===== src/rtl/ldret_pkg.sv =====
package ldret_pkg;

    localparam int SLOT_W = 64;

    typedef enum logic [1:0] {
        OP_LOAD       = 2'd0,
        OP_STORE      = 2'd1,
        OP_ATOM_RET   = 2'd2,
        OP_ATOM_NORET = 2'd3
    } op_e;

    typedef enum logic [1:0] {
        PH_IDLE = 2'd0,
        PH_WALK = 2'd1,
        PH_FIN  = 2'd2
    } phase_e;

    localparam logic [3:0] MT_U8  = 4'd0;
    localparam logic [3:0] MT_U16 = 4'd1;
    localparam logic [3:0] MT_U32 = 4'd2;
    localparam logic [3:0] MT_U64 = 4'd3;
    localparam logic [3:0] MT_S8  = 4'd4;
    localparam logic [3:0] MT_S16 = 4'd5;
    localparam logic [3:0] MT_S32 = 4'd6;
    localparam logic [3:0] MT_S64 = 4'd7;
    localparam logic [3:0] MT_F16 = 4'd8;
    localparam logic [3:0] MT_F32 = 4'd9;
    localparam logic [3:0] MT_F64 = 4'd10;

endpackage


===== src/rtl/ldret_type_dec.sv =====
module ldret_type_dec
    import ldret_pkg::*;
#(
    parameter int MAX_REGS  = 4,
    parameter int MAX_BYTES = 16,
    parameter int CNT_W     = 4
) (
    input  logic [1:0]       op_i,
    input  logic             wide_i,
    input  logic [3:0]       mtype_i,
    input  logic [CNT_W-1:0] count_i,
    output logic             writes_o,
    output logic [1:0]       size_o,
    output logic             sgn_o,
    output logic             err_o
);
    logic             type_bad;
    logic             width_bad;
    logic [CNT_W+3:0] total_bytes;

    always_comb begin
        size_o   = 2'd0;
        sgn_o    = 1'b0;
        type_bad = 1'b0;
        case (mtype_i)
            MT_U8:  size_o = 2'd0;
            MT_U16: size_o = 2'd1;
            MT_U32: size_o = 2'd2;
            MT_U64: begin size_o = 2'd3; type_bad = !wide_i; end
            MT_S8:  begin size_o = 2'd0; sgn_o = 1'b1; end
            MT_S16: begin size_o = 2'd1; sgn_o = 1'b1; end
            MT_S32: begin size_o = 2'd2; sgn_o = 1'b1; end
            MT_S64: begin size_o = 2'd3; sgn_o = 1'b1; type_bad = !wide_i; end
            MT_F16: begin size_o = 2'd1; type_bad = 1'b1; end
            MT_F32: begin size_o = 2'd2; type_bad = wide_i; end
            MT_F64: begin size_o = 2'd3; type_bad = !wide_i; end
            default: type_bad = 1'b1;
        endcase
        total_bytes = {4'd0, count_i} << size_o;
        width_bad   = (int'(total_bytes) > MAX_BYTES) || (int'(count_i) > MAX_REGS);
        writes_o    = (op_e'(op_i) == OP_LOAD) || (op_e'(op_i) == OP_ATOM_RET);
        err_o       = writes_o && (type_bad || width_bad);
    end
endmodule


===== src/rtl/ldret_lane_ext.sv =====
module ldret_lane_ext
    import ldret_pkg::*;
(
    input  logic [SLOT_W-1:0] slot_i,
    input  logic [1:0]        size_i,
    input  logic              sgn_i,
    input  logic              wide_i,
    output logic [SLOT_W-1:0] val_o
);
    logic [SLOT_W-1:0] full;

    always_comb begin
        case (size_i)
            2'd0:    full = {{56{sgn_i & slot_i[7]}},  slot_i[7:0]};
            2'd1:    full = {{48{sgn_i & slot_i[15]}}, slot_i[15:0]};
            2'd2:    full = {{32{sgn_i & slot_i[31]}}, slot_i[31:0]};
            default: full = slot_i;
        endcase
        val_o = wide_i ? full : {32'd0, full[31:0]};
    end
endmodule


===== src/rtl/ldret_fmt.sv =====
module ldret_fmt
    import ldret_pkg::*;
#(
    parameter int LANES       = 4,
    parameter int MAX_REGS    = 4,
    parameter int LIST_THRESH = 2,
    parameter int IDX_W       = 8,
    parameter int MAX_BYTES   = 16,
    localparam int CNT_W      = $clog2(MAX_REGS + 1) + 1,
    localparam int BUF_W      = MAX_REGS * LANES * SLOT_W
) (
    input  logic                      clk,
    input  logic                      rst_n,
    input  logic                      start_i,
    input  logic [1:0]                op_i,
    input  logic                      wide_i,
    input  logic [3:0]                mtype_i,
    input  logic [LANES-1:0]          mask_i,
    input  logic [CNT_W-1:0]          count_i,
    input  logic [IDX_W-1:0]          base_i,
    input  logic [MAX_REGS*IDX_W-1:0] list_i,
    input  logic [BUF_W-1:0]          buf_i,
    output logic                      busy_o,
    output logic                      wr_valid_o,
    output logic [LANES-1:0]          wr_lane_en_o,
    output logic [IDX_W-1:0]          wr_idx_o,
    output logic [LANES*SLOT_W-1:0]   wr_data_o,
    output logic                      done_o,
    output logic                      err_o
);
    typedef struct packed {
        phase_e                    ph;
        logic [CNT_W-1:0]          k;
        logic [CNT_W-1:0]          cnt;
        logic                      wide;
        logic [1:0]                size;
        logic                      sgn;
        logic                      err;
        logic                      use_list;
        logic [LANES-1:0]          mask;
        logic [IDX_W-1:0]          base;
        logic [MAX_REGS*IDX_W-1:0] list;
    } st_t;

    st_t st_d, st_q;

    logic       dec_writes;
    logic [1:0] dec_size;
    logic       dec_sgn;
    logic       dec_err;

    ldret_type_dec #(
        .MAX_REGS (MAX_REGS),
        .MAX_BYTES(MAX_BYTES),
        .CNT_W    (CNT_W)
    ) u_dec (
        .op_i    (op_i),
        .wide_i  (wide_i),
        .mtype_i (mtype_i),
        .count_i (count_i),
        .writes_o(dec_writes),
        .size_o  (dec_size),
        .sgn_o   (dec_sgn),
        .err_o   (dec_err)
    );

    always_comb begin
        st_d = st_q;
        case (st_q.ph)
            PH_IDLE: begin
                if (start_i) begin
                    st_d.k        = '0;
                    st_d.cnt      = count_i;
                    st_d.wide     = wide_i;
                    st_d.size     = dec_size;
                    st_d.sgn      = dec_sgn;
                    st_d.err      = dec_err;
                    st_d.use_list = int'(count_i) > LIST_THRESH;
                    st_d.mask     = mask_i;
                    st_d.base     = base_i;
                    st_d.list     = list_i;
                    if (!dec_writes || dec_err || count_i == '0)
                        st_d.ph = PH_FIN;
                    else
                        st_d.ph = PH_WALK;
                end
            end
            PH_WALK: begin
                if (st_q.k == st_q.cnt - CNT_W'(1))
                    st_d.ph = PH_FIN;
                else
                    st_d.k = st_q.k + CNT_W'(1);
            end
            default: begin
                st_d.ph  = PH_IDLE;
                st_d.err = 1'b0;
            end
        endcase
    end

    always_ff @(posedge clk or negedge rst_n) begin
        if (!rst_n) st_q <= '0;
        else        st_q <= st_d;
    end

    assign busy_o       = st_q.ph != PH_IDLE;
    assign wr_valid_o   = st_q.ph == PH_WALK;
    assign wr_lane_en_o = wr_valid_o ? st_q.mask : '0;
    assign done_o       = st_q.ph == PH_FIN;
    assign err_o        = done_o && st_q.err;
    assign wr_idx_o     = st_q.use_list ? st_q.list[int'(st_q.k)*IDX_W +: IDX_W]
                                        : st_q.base + IDX_W'(st_q.k);

    for (genvar l = 0; l < LANES; l++) begin : g_lane
        logic [SLOT_W-1:0] slot;
        logic [SLOT_W-1:0] val;
        assign slot = buf_i[(int'(st_q.k)*LANES + l)*SLOT_W +: SLOT_W];
        ldret_lane_ext u_ext (
            .slot_i(slot),
            .size_i(st_q.size),
            .sgn_i (st_q.sgn),
            .wide_i(st_q.wide),
            .val_o (val)
        );
        assign wr_data_o[l*SLOT_W +: SLOT_W] = wr_lane_en_o[l] ? val : '0;
    end
endmodule


===== config.mk =====
export PLATFORM = sky130hd
export DESIGN_NAME = ldret_fmt
export DESIGN_NICKNAME = d
export VERILOG_FILES = /design/src/rtl/ldret_pkg.sv /design/src/rtl/ldret_type_dec.sv /design/src/rtl/ldret_lane_ext.sv /design/src/rtl/ldret_fmt.sv
export SDC_FILE = /design/constraint.sdc
export NUM_CORES = 1
export LEC_CHECK = 0
export BUFFER_PORTS_ARGS = -buffer_cell sky130_fd_sc_hd__buf_2
export CORE_AREA = 2 2 533 535
export CTS_BUF_LIST = sky130_fd_sc_hd__clkbuf_4 sky130_fd_sc_hd__clkbuf_8 sky130_fd_sc_hd__clkbuf_16
export CTS_CLUSTER_SIZE = 12
export DETAILED_ROUTE_END_ITERATION = 12
export DIE_AREA = 0 0 535 537
export SLEW_MARGIN = 20
export SYNTH_ARGS = -nofsm -noshare
export SYNTH_HDL_FRONTEND = slang
export SYNTH_SLANG_ARGS = --single-unit

===== constraint.sdc =====
create_clock -name clk -period 2.2 [get_ports clk]
set_clock_uncertainty 0.05 [all_clocks]
set_input_delay 0.11 -clock clk [delete_from_list [all_inputs] [get_ports clk]]
set_output_delay 0.11 -clock clk [all_outputs]
set_load 0.005 [all_outputs]

==> Word level (Yosys, flattened, before mapping) <==
Index checks and enable logic that the tools add are counted.
{ "word_totals": {"regBits": 60, "input_bits": 1082, "out_inout_bits": 272, "word_cells": 107} }
{ "op_classes": {"n_addsub": 6, "n_lt_le_gt_ge": 3, "n_eq_ne": 19, "shift": 6, "mux": 24, "bitwise": 13, "n_reduce_logical": 25} }
{ "ops": {"columns": ["operator", "count"], "rows": [
  ["variable part select 1024 x 14 -> 64 bit", 3],
  ["variable part select 1024 x 13 -> 64 bit", 1],
  ["one-hot mux 64 bit (3 select lines)", 4],
  ["two-way mux 64 bit", 8],
  ["two-way mux 60 bit", 1],
  ["variable part select 32 x 8 -> 8 bit", 1],
  ["== test 4 x 3 -> 1 bit, second input constant", 4],
  ["adder 6 x 2 -> 7 bit, second input constant", 2],
  ["bitwise AND 1 bit", 12],
  ["== test 4 bit, second input constant", 3],
  ["OR reduction 3 bit", 3],
  ["adder 8 x 4 -> 8 bit", 1],
  ["== test 4 x 2 -> 1 bit, second input constant", 2],
  ["greater-than comparator 8 x 5 -> 1 bit, second input constant", 1],
  ["zero test 4 bit", 2],
  ["two-way mux 4 bit", 2],
  ["two-way mux 8 bit", 1],
  ["one-hot mux 4 bit (2 select lines)", 1],
  ["left shift 4 x 2 -> 8 bit", 1],
  ["adder 6 x 1 -> 7 bit, second input constant", 1],
  ["== test 2 bit, second input constant", 3],
  ["zero test 2 bit", 3],
  ["one-hot mux 2 bit (3 select lines)", 1],
  ["AND reduction 2 bit", 3],
  ["other kinds (22)", 32]
]} }

==> Logic depth before layout (Yosys ltp) <==
Gate-level depths: netlist of run 1.
{ "depth": {"ltp_word": 13, "depth_mapped": 11, "ltp_nobuf": 8} }

==> Modules after synthesis <==
From an unflattened synthesis of run 1, not the netlist that was laid out.
{ "unflattened": {"hier_cells": 1673, "hier_area_um2": 15393.5} }
{ "modules_own_cells": {"columns": ["mod", "n_inst", "cells_per_inst", "area_per_inst_um2", "seq_area_each_um2"], "rows": [
  ["ldret_fmt", 1, 1143, 12520.8, 1501.4],
  ["ldret_lane_ext", 4, 128, 688.2, 0.0],
  ["ldret_type_dec", 1, 18, 120.1, 0.0]
]} }

==> Least setup slack after synthesis of run 1 <==
No wires, ideal clock.
{ "synth_timing": {"path_kind": "register to output", "start": "register st_q[55] in the netlist's numbering", "end": "output wr_idx_o[6]", "t_arrival_ns": 2.310, "required_time_ns": 2.040, "slack_ns": -0.270, "path_stages_with_launch": 12, "path_buffers": 4, "path_cell_list": "dfrtp_1 buf_2 buf_4 buf_4 clkbuf_1 inv_1 fa_1 nor2b_1 o21ai_0 a21oi_1 xnor2_1 o21ai_0"} }
{ "synth_between": {"elab_chain_cells": 2, "word_cells_on_any_way": 3, "cone_classes": "add/sub: 1; shift: 1; mux: 1"} }
{ "synth_lines": {"columns": ["item", "line", "rtl"], "rows": [
  ["start: declaration", "ldret_fmt.sv:45", "st_t st_d, st_q;"],
  ["start signal: assignment", "ldret_fmt.sv:103", "else st_q <= st_d;"],
  ["adder 8 x 4 -> 8 bit or variable part select 32 x 8 -> 8 bit (tied branches)", "ldret_fmt.sv:112, ldret_fmt.sv:111", null],
  ["two-way mux 8 bit (*)", "ldret_fmt.sv:111", "assign wr_idx_o = st_q.use_list ? st_q.list[int'(st_q.k)*IDX_W +: IDX_W]"],
  ["end: declaration", "ldret_fmt.sv:26", "output logic [IDX_W-1:0] wr_idx_o,"]
]} }
Mark *: on every way between the ends. The rest lies on a longest branch, timed or not.

==> Worst setup path after layout of run 1 <==
{ "layout_timing": {"start": "register st_q[54] in the netlist's numbering", "end": "output wr_data_o[54]"} }
{ "layout_between": {"elab_chain_cells": 5, "word_cells_on_any_way": 7, "cone_classes": "shift: 1; mux: 3; bitwise: 3"} }
{ "layout_lines": {"columns": ["item", "line", "rtl"], "rows": [
  ["variable part select 1024 x 13 -> 64 bit (*)", "ldret_fmt.sv:117", "assign slot = buf_i[(int'(st_q.k)*LANES + l)*SLOT_W +: SLOT_W];"],
  ["bitwise AND 1 bit (on tied branches)", "ldret_lane_ext.sv:16, ldret_lane_ext.sv:14, ldret_lane_ext.sv:15", null],
  ["one-hot mux 64 bit (3 select lines) (*)", "ldret_lane_ext.sv:13", "case (size_i)"],
  ["two-way mux 64 bit (*)", "ldret_lane_ext.sv:19", "val_o = wide_i ? full : {32'd0, full[31:0]};"],
  ["two-way mux 64 bit (*)", "ldret_fmt.sv:125", "assign wr_data_o[l*SLOT_W +: SLOT_W] = wr_lane_en_o[l] ? val : '0;"],
  ["end: declaration", "ldret_fmt.sv:27", "output logic [LANES*SLOT_W-1:0] wr_data_o,"]
]} }
Marks and branches as above.

==> metrics.md, run 1 <==
| Metric | Value |
|---|---|
| Outcome | complete, but fails checks |
| Violated checks | negative setup slack |
| PortBufs | 1352 |
| Syn_nets | 2341 |
| Largest registers | st_q x60 |
| Clock Tree Buf Depth | 2 |
| Final ANT Viol Nets | 0 |
| Cells on Worst Hold Path | 3 |
| First-pass GRT wire length | 304000 um |
| Depth of the most critical reg-to-reg path | 7 |
| Die area | 287000 um2 |
| Setup crit end kind | output pin |
| CP Max Fanout | 8 |
| Number of CTS-inserted buffers | 9 |
| Crit path arrival time | 2.90 ns |
| Iter 0 DRT Violations | 1490 |
| Pin count of the biggest net entering global routing | 63 |
| Final hold vios | 0 |
| CP max stage delay | 0.55 ns |
| Startpoint Class | register |
| Reg with most FFs | st_q |
| Total Wirelength | 265000 um |
| Netlist cell types | 51 |
| Commonest non-fill, non-tap cell in the layout | buf_2 |
| Power Dens Cells | 452 nW/um2 |
| Worst skew pair latency | 0.36 ns |
| Ratio of final minimum period to clock period | 139% |
| # IOs | 1354 |
| Post-synthesis cell count | 1252 |
| Critical Path Most Common Cell | buf_12 |
| YS warnings | 0 |
| EDFF count, synth | 0 |
| Core area | 281000 um2 |
| Slowest cell on crit path | mux4_2 |
| Hold crit path type | in -> reg |
| Design Power | 12400 uW |
| Setup WS post-layout | -0.863 ns |
| Vias per cell | 3.18 |
| Grt ovf | 0 |
| Synthesized area | 12000 um2 |
| Starting Density | 4.27% |
| Count of pins over their slew limit | 0 |
| Total track usage | 17.6% |
| Initial antenna violation count | 511 |
| Vias in the first global route | 19500 |
| Die Wd | 535 um |
| Post-synth ARST share | 100% |
| Post-route insts no fill | 6627 |
| RSZ-0062 raised after global routing | true |
| Clk pin slew, worst setup/hold paths | 0.06 ns |
| Placer congestion estimate | 0.999 |
| Final nets | 3853 |
| Dominant synthesized flop cell | dfrtp_1 |
| Worst Path Required | 2.04 ns |
| CTS Root Cell | clkbuf_16 |
| Wire per inst | 39.9 um |
| WP depth | 11 |
| F_max | 327 MHz |
| Worst slew pin tran | 0.662 ns |
| Fin crit period | 3.06 ns |
| Worst path top cell family by delay | buffers and inverters |
| Layout Area Growth over Synthesis | 129% |
| Final HPWL DP | 247000 um |
| Share of layout cells above drive strength 1 | 72.4% |
| Cell Rows | 195 |
| CTS tree | done |
| Die Ht | 537 um |
| WP buf/inv | 8 |
| H-tree Lvls | 3 |
| Number of cells after detailed placement | 6395 |
| Post-Syn Area per Cell | 9.59 um2 |
| Leak Pwr | 0.0117 uW |
| DRT Pass-1 Iters | 5 |
| Max-Cap Viols | 0 |
| Worst slew margin | 55.6% |
| Most frequent cells in the layout | buf_2, mux4_2, nand2_1, a21oi_1, buf_4 |
| CTS sink cnt | 60 |
| Number of flip-flops in the largest register | 60 |
| Crit Path Category | reg -> out |
| #FFs+latches synth | 60 |
| Peak VDD IR | 826 uV |
| Post-synthesis sequential area ratio | 12.5% |
| Residual DRC count | 0 |
| Critical path, cell by cell | buf_12 -> buf_12 -> buf_12 -> buf_12 -> buf_12 -> buf_4 -> buf_6 -> mux4_2 -> a21oi_1 -> nor2_2 -> buf_2 |
| Via count | 21100 |
| # setup viols final | 268 |
[layout make-up]
| cell class | instances | area (um2) |
|---|---|---|
| sequential | 60 | 1510 |
| antenna | 115 | 288 |
| fill | 32800 | 254000 |
| tap | 3743 | 4680 |
| multi-input combinational | 1034 | 10300 |
| inverter | 15 | 56.3 |
| clock inverter | 7 | 75.1 |
| clock buffer | 9 | 225 |
| timing repair buffer | 1644 | 10300 |
[Yosys cell counts (all sizes together), types with 2 or more instances]
cell    count  area, um2
nand2     265       1000
mux4      264       5950
a21oi     230       1150
nor2      139        572
clkbuf     72        270
buf        71        515
dfrtp      60       1500
and3       32        200
o21ai      19       95.1
nand3      15       95.1
inv        11       41.3
ha          6       75.1
xnor2       6       52.6
a31oi       5       31.3
mux2        5       56.3
nor3        5       35.0
a22oi       4       30.0
clkinv      4       15.0
nor2b       4       25.0
o22ai       4       25.0
mux2i       3       30.0
nor3b       3       22.5
a21o        2       15.0
nand2b      2       12.5
nand4       2       12.5
or2         2       12.5
xor2        2       17.5
[final timing paths]
path,from,to,slack [ns]
setup / recovery,st_q[54],wr_data_o[54],-0.86
hold / removal,mtype_i[2],st_q[46],0.02
hold reg to reg,st_q[18],st_q[18],0.42
setup reg to reg,st_q[55],st_q[57],-0.04
max in group asynchronous,rst_n,st_q[2],1.24
min in group asynchronous,rst_n,st_q[27],0.26
[through the flow]
step / area, um2 / setup WS [ns] / util (%) / hold WS, ns / setup TNS, ns
5_1_grt: 27300 / -0.953 / 9.71 / 0.0117 / -198.64
3_5_place_dp: 25000 / -1.13 / 8.88 / 0.108 / -98.25
3_3_place_gp: 25000 / -1.14 / 8.88 / 0.105 / -98.36
6_report: 27500 / -0.863 / 9.76 / 0.0162 / -175.11
4_1_cts: 27000 / -0.953 / 9.58 / 0.00423 / -188.78
2_1_floorplan: 12000 / 0.0107 / - / -0.236 / 0
[what timing repair did]
| item | 4_1_cts | 5_1_grt |
|---|---|---|
| gates resized for setup | 147 | 53 |
| setup buffers | 40 | 8 |
| hold buffers | 50 | 0 |
| pin swaps | 41 | 10 |
| endpoints found under the setup margin | 268 | 271 |
| hold endpoints to repair | 70 | 0 |
| gates cloned | 6 | 0 |
[where the power goes]
part	internal [uW]	switching, uW	leakage (uW)	total [uW]
logic	4310	5040	0.0108	9360
clock network	879	594	0.000139	1470
registers	1360	221	0.000742	1580
[cell families (layout without fill, tap and decap cells)]
| kind of cell | count (synthesis) | after routing | share of synthesized area [%] |
|---|---|---|---|
| and+or+nand+nor | 474 | 474 | 16.9 |
| AOI/OAI and AO/OA | 272 | 272 | 11.8 |
| muxes | 272 | 272 | 50.2 |
| buffers and inverters | 158 | 1675 | 7.01 |
| DFF | 60 | 60 | 12.5 |
| xor gates and xnor gates | 9 | 9 | 0.781 |
| adders and majority gates | 7 | 7 | 0.792 |
| other | 0 | 115 | 0 |
[worst reg2reg max path, stage by stage (launching register included)]
cell and delay (ns):
dfrtp_4 0.46, buf_12 0.19, buf_4 0.54, xnor2_1 0.17, nor3_2 0.27, a21oi_1 0.16, nand4_1 0.14, mux2i_1 0.20
[layer usage]
metal / track usage [%] / vias to the layer above / routed length (um)
li1: - / 7989 / -
met4: 4.31 / 182 / 10300
met2: 25.1 / 2146 / 103000
met1: 24.4 / 10000 / 122000
met5: 0 / - / 1260
met3: 6.85 / 760 / 28100
Power figures use the tool's default switching activity.
==> run 2, diff against run 1 <==
--- a/config.mk
+++ b/config.mk
@@ -11,6 +11,7 @@
 export CTS_CLUSTER_SIZE = 12
 export DETAILED_ROUTE_END_ITERATION = 12
 export DIE_AREA = 0 0 535 537
+export PLACE_DENSITY = 0.3
 export SLEW_MARGIN = 20
 export SYNTH_ARGS = -nofsm -noshare
 export SYNTH_HDL_FRONTEND = slang
==> metrics.md, run 2 (same netlist as run 1, synthesis figures left out) <==
| Metric | Value |
|---|---|
| Outcome | complete, but fails checks |
| Violated checks | negative setup slack |
| Max-Cap Viols | 0 (unchanged) |
| Sw Share | 44.9% (-2.3 points) |
| Starting Density | 4.27% (unchanged) |
| Startpoint Class | register |
| CP Max Fanout | 7 (-1) |
| Wire per inst | 35.8 um (-10%) |
| Vias per cell | 3.18 (about the same) |
| Placer congestion estimate | 0.993 (-0.64%) |
| Worst slew margin | 49.4% (-6.2 points) |
| Final nets | 3941 (+2.3%) |
| Peak VDD IR | 543 uV (-34%) |
| Worst slew pin tran | 0.758 ns (+0.0964 ns) |
| Vias in the first global route | 20300 (+4.2%) |
| Setup WS post-layout | -0.784 ns (+0.0788 ns) |
| Core area | 281000 um2 (unchanged) |
| Via count | 21300 (+1.2%) |
| # IOs | 1354 (unchanged) |
| Number of CTS-inserted buffers | 9 (unchanged) |
| Share of layout cells above drive strength 1 | 80.0% (+7.6 points) |
| RSZ-0062 raised after global routing | true |
| Commonest non-fill, non-tap cell in the layout | buf_2 |
| Ratio of final minimum period to clock period | 136% (-3.6 points) |
| Grt ovf | 0 (unchanged) |
| Count of pins over their slew limit | 0 (unchanged) |
| Most frequent cells in the layout | buf_2, mux4_2, nand2_1, buf_4, a21oi_1 |
| Hold endpoint | st_q[46] |
| DRT Pass-1 Iters | 5 (unchanged) |
| Critical path, cell by cell | buf_12 -> buf_8 -> mux4_2 -> a22oi_2 -> o22ai_2 -> nand3_4 -> buf_16 -> buf_12 -> buf_12 -> nor2_4 -> buf_2 |
| Sequential Power Share | 11.5% (-1.2 points) |
| Hold crit path type | in -> reg |
| Final ANT Viol Nets | 0 (unchanged) |
| Crit path arrival time | 2.82 ns (-0.08 ns) |
| Total track usage | 15.9% (-1.7 points) |
| Slowest cell on crit path | dfrtp_4 |
| Crit Path Category | reg -> out |
| Dpl ws | -0.970 ns (+0.161 ns) |
| Final hold vios | 0 (unchanged) |
| Residual DRC count | 0 (unchanged) |
| R2r setup slk | -0.46 ns (-0.42 ns) |
| CTS tree | done |
| Die Ht | 537 um (unchanged) |
| Pint | 7690 uW (+17%) |
| PortBufs | 1352 (unchanged) |
| Initial antenna violation count | 403 (-21%) |
| Critical Path Most Common Cell | buf_12 |
| Iter 0 DRT Violations | 1779 (+19%) |
| Post-route insts no fill | 6709 (+1.2%) |
| Die area | 287000 um2 (unchanged) |
| Worst path top cell family by delay | buffers and inverters |
| # setup viols final | 270 (+0.75%) |
| Combinational power share | 76.5% (+1.1 points) |
| Die Wd | 535 um (unchanged) |
| Setup crit end kind | output pin |
| Reg with most FFs | st_q |
| Worst skew pair latency | 0.38 ns (+0.02 ns) |
| Largest registers | st_q x60 |
| Depth of the most critical reg-to-reg path | 11 (+4) |
| Final HPWL DP | 219000 um (-11%) |
| Clk network pwr share | 12.0% (about the same) |
| Total Wirelength | 240000 um (-9.2%) |
| Leak Pwr | 0.0124 uW (+6.3%) |
| Power Dens Cells | 462 nW/um2 (+2.3%) |
| Clk pin slew, worst setup/hold paths | 0.07 ns (about the same) |
| Pin count of the biggest net entering global routing | 56 (-11%) |
| First-pass GRT wire length | 281000 um (-7.4%) |
| Worst Path Required | 2.04 ns (about the same) |
| CTS Root Cell | clkbuf_16 |
| Layout Area Growth over Synthesis | 152% |
| CTS sink cnt | 60 (unchanged) |
| Clock Tree Buf Depth | 2 (unchanged) |
| H-tree Lvls | 3 (unchanged) |
| Psw | 6270 uW (+7.0%) |
| WP buf/inv | 6 (-2) |
| Cell Rows | 195 (unchanged) |
| HP Start | mtype_i[2] |
| F_max | 335 MHz (+2.6%) |
| Fin crit period | 2.98 ns (-0.0788 ns) |
| Origin of the critical flop-to-flop path | st_q[54] |
| Number of flip-flops in the largest register | 60 (unchanged) |
| Number of cells after detailed placement | 6442 (+0.73%) |
| CP max stage delay | 0.53 ns (-0.02 ns) |
| Cells on Worst Hold Path | 3 (unchanged) |
| Reg-to-reg endpoint | st_q[54] |
## run 2: changes by cell type in the layout (fill, tap and decap cells not counted), sizes merged
cell,before,now
dlygate4sd3,50,51
nand2,265,266
bufinv,1,2
diode,115,109
clkinvlp,3,1
clkbuf,10,14
buf,1591,1674
clkinv,6,7
bufbuf,2,1
## run 2: what timing repair did
| action | in CTS | in global routing |
|---|---|---|
| endpoints found under the setup margin | 269 | 273 |
| cloned | 19 | 6 |
| hold buffers | 51 | 0 |
| gates resized for setup | 438 | 209 |
| pin swaps | 95 | 90 |
| endpoints found under the hold margin | 80 | 0 |
| buffers inserted | 58 | 35 |
## run 2: power by group through the flow
stage	Sequential (uW)	Clock, uW	Combinational [uW]
5_1_grt	1630	1770	11300
4_1_cts	1610	1750	10400
3_5_place_dp	1620	0	8530
3_3_place_gp	1610	0	8520
2_1_floorplan	1490	0	4090
6_report	1600	1680	10700
## run 2: worst max path at each step
stage | slack, ns | start | to | cells past startpoint
after CTS | -0.85 | st_q[54] | wr_data_o[160] | 10
final | -0.78 | st_q[54] | wr_data_o[181] | 11
after global placement | -1.38 | st_q[54] | wr_data_o[188] | 7
after detailed placement | -0.97 | st_q[54] | wr_data_o[36] | 9
after floorplan | 0.01 | st_q[55] | wr_idx_o[6] | 11
after global routing | -0.88 | st_q[54] | wr_data_o[186] | 11
## run 2: worst min-delay path, stage by stage
cell and delay [ns]:
buf_2 0.13, nand2_1 0.10, o21ai_0 0.07
## run 2: metrics by stage
step / total power (uW) / cell area, um2 / TNS, ns / hold WS [ns] / util [%]
after CTS: 13700 / 28900 / -172.08 / 0.0235 / 10.3
after floorplan: 5570 / 12000 / 0 / -0.236 / -
after global placement: 10100 / 25300 / -78.75 / 0.0257 / 8.99
after global routing: 14700 / 30000 / -177.80 / 0.0717 / 10.7
final: 14000 / 30200 / -154.86 / 0.0343 / 10.7
after detailed placement: 10200 / 25300 / -81.90 / 0.0242 / 8.99
## run 2: area by class of cell
cell class                      instances  area, um2
Antenna cell                          109        273
Clock buffer                            9        225
Clock inverter                          7       98.8
Fill cell                           32800     251000
Inverter                               15       57.6
Multi-Input combinational cell       1035      11600
Sequential cell                        60       1510
Tap cell                             3743       4680
Timing Repair Buffer                 1731      11800
## run 2: routing by layer
layer	vias to the layer above	global-route usage (%)	share of wire, %
met5	-	0.296	0.74
met1	10200	19.0	40
met4	262	2.56	2.8
met2	2003	23.4	41
li1	8188	-	-
met3	706	11.2	16
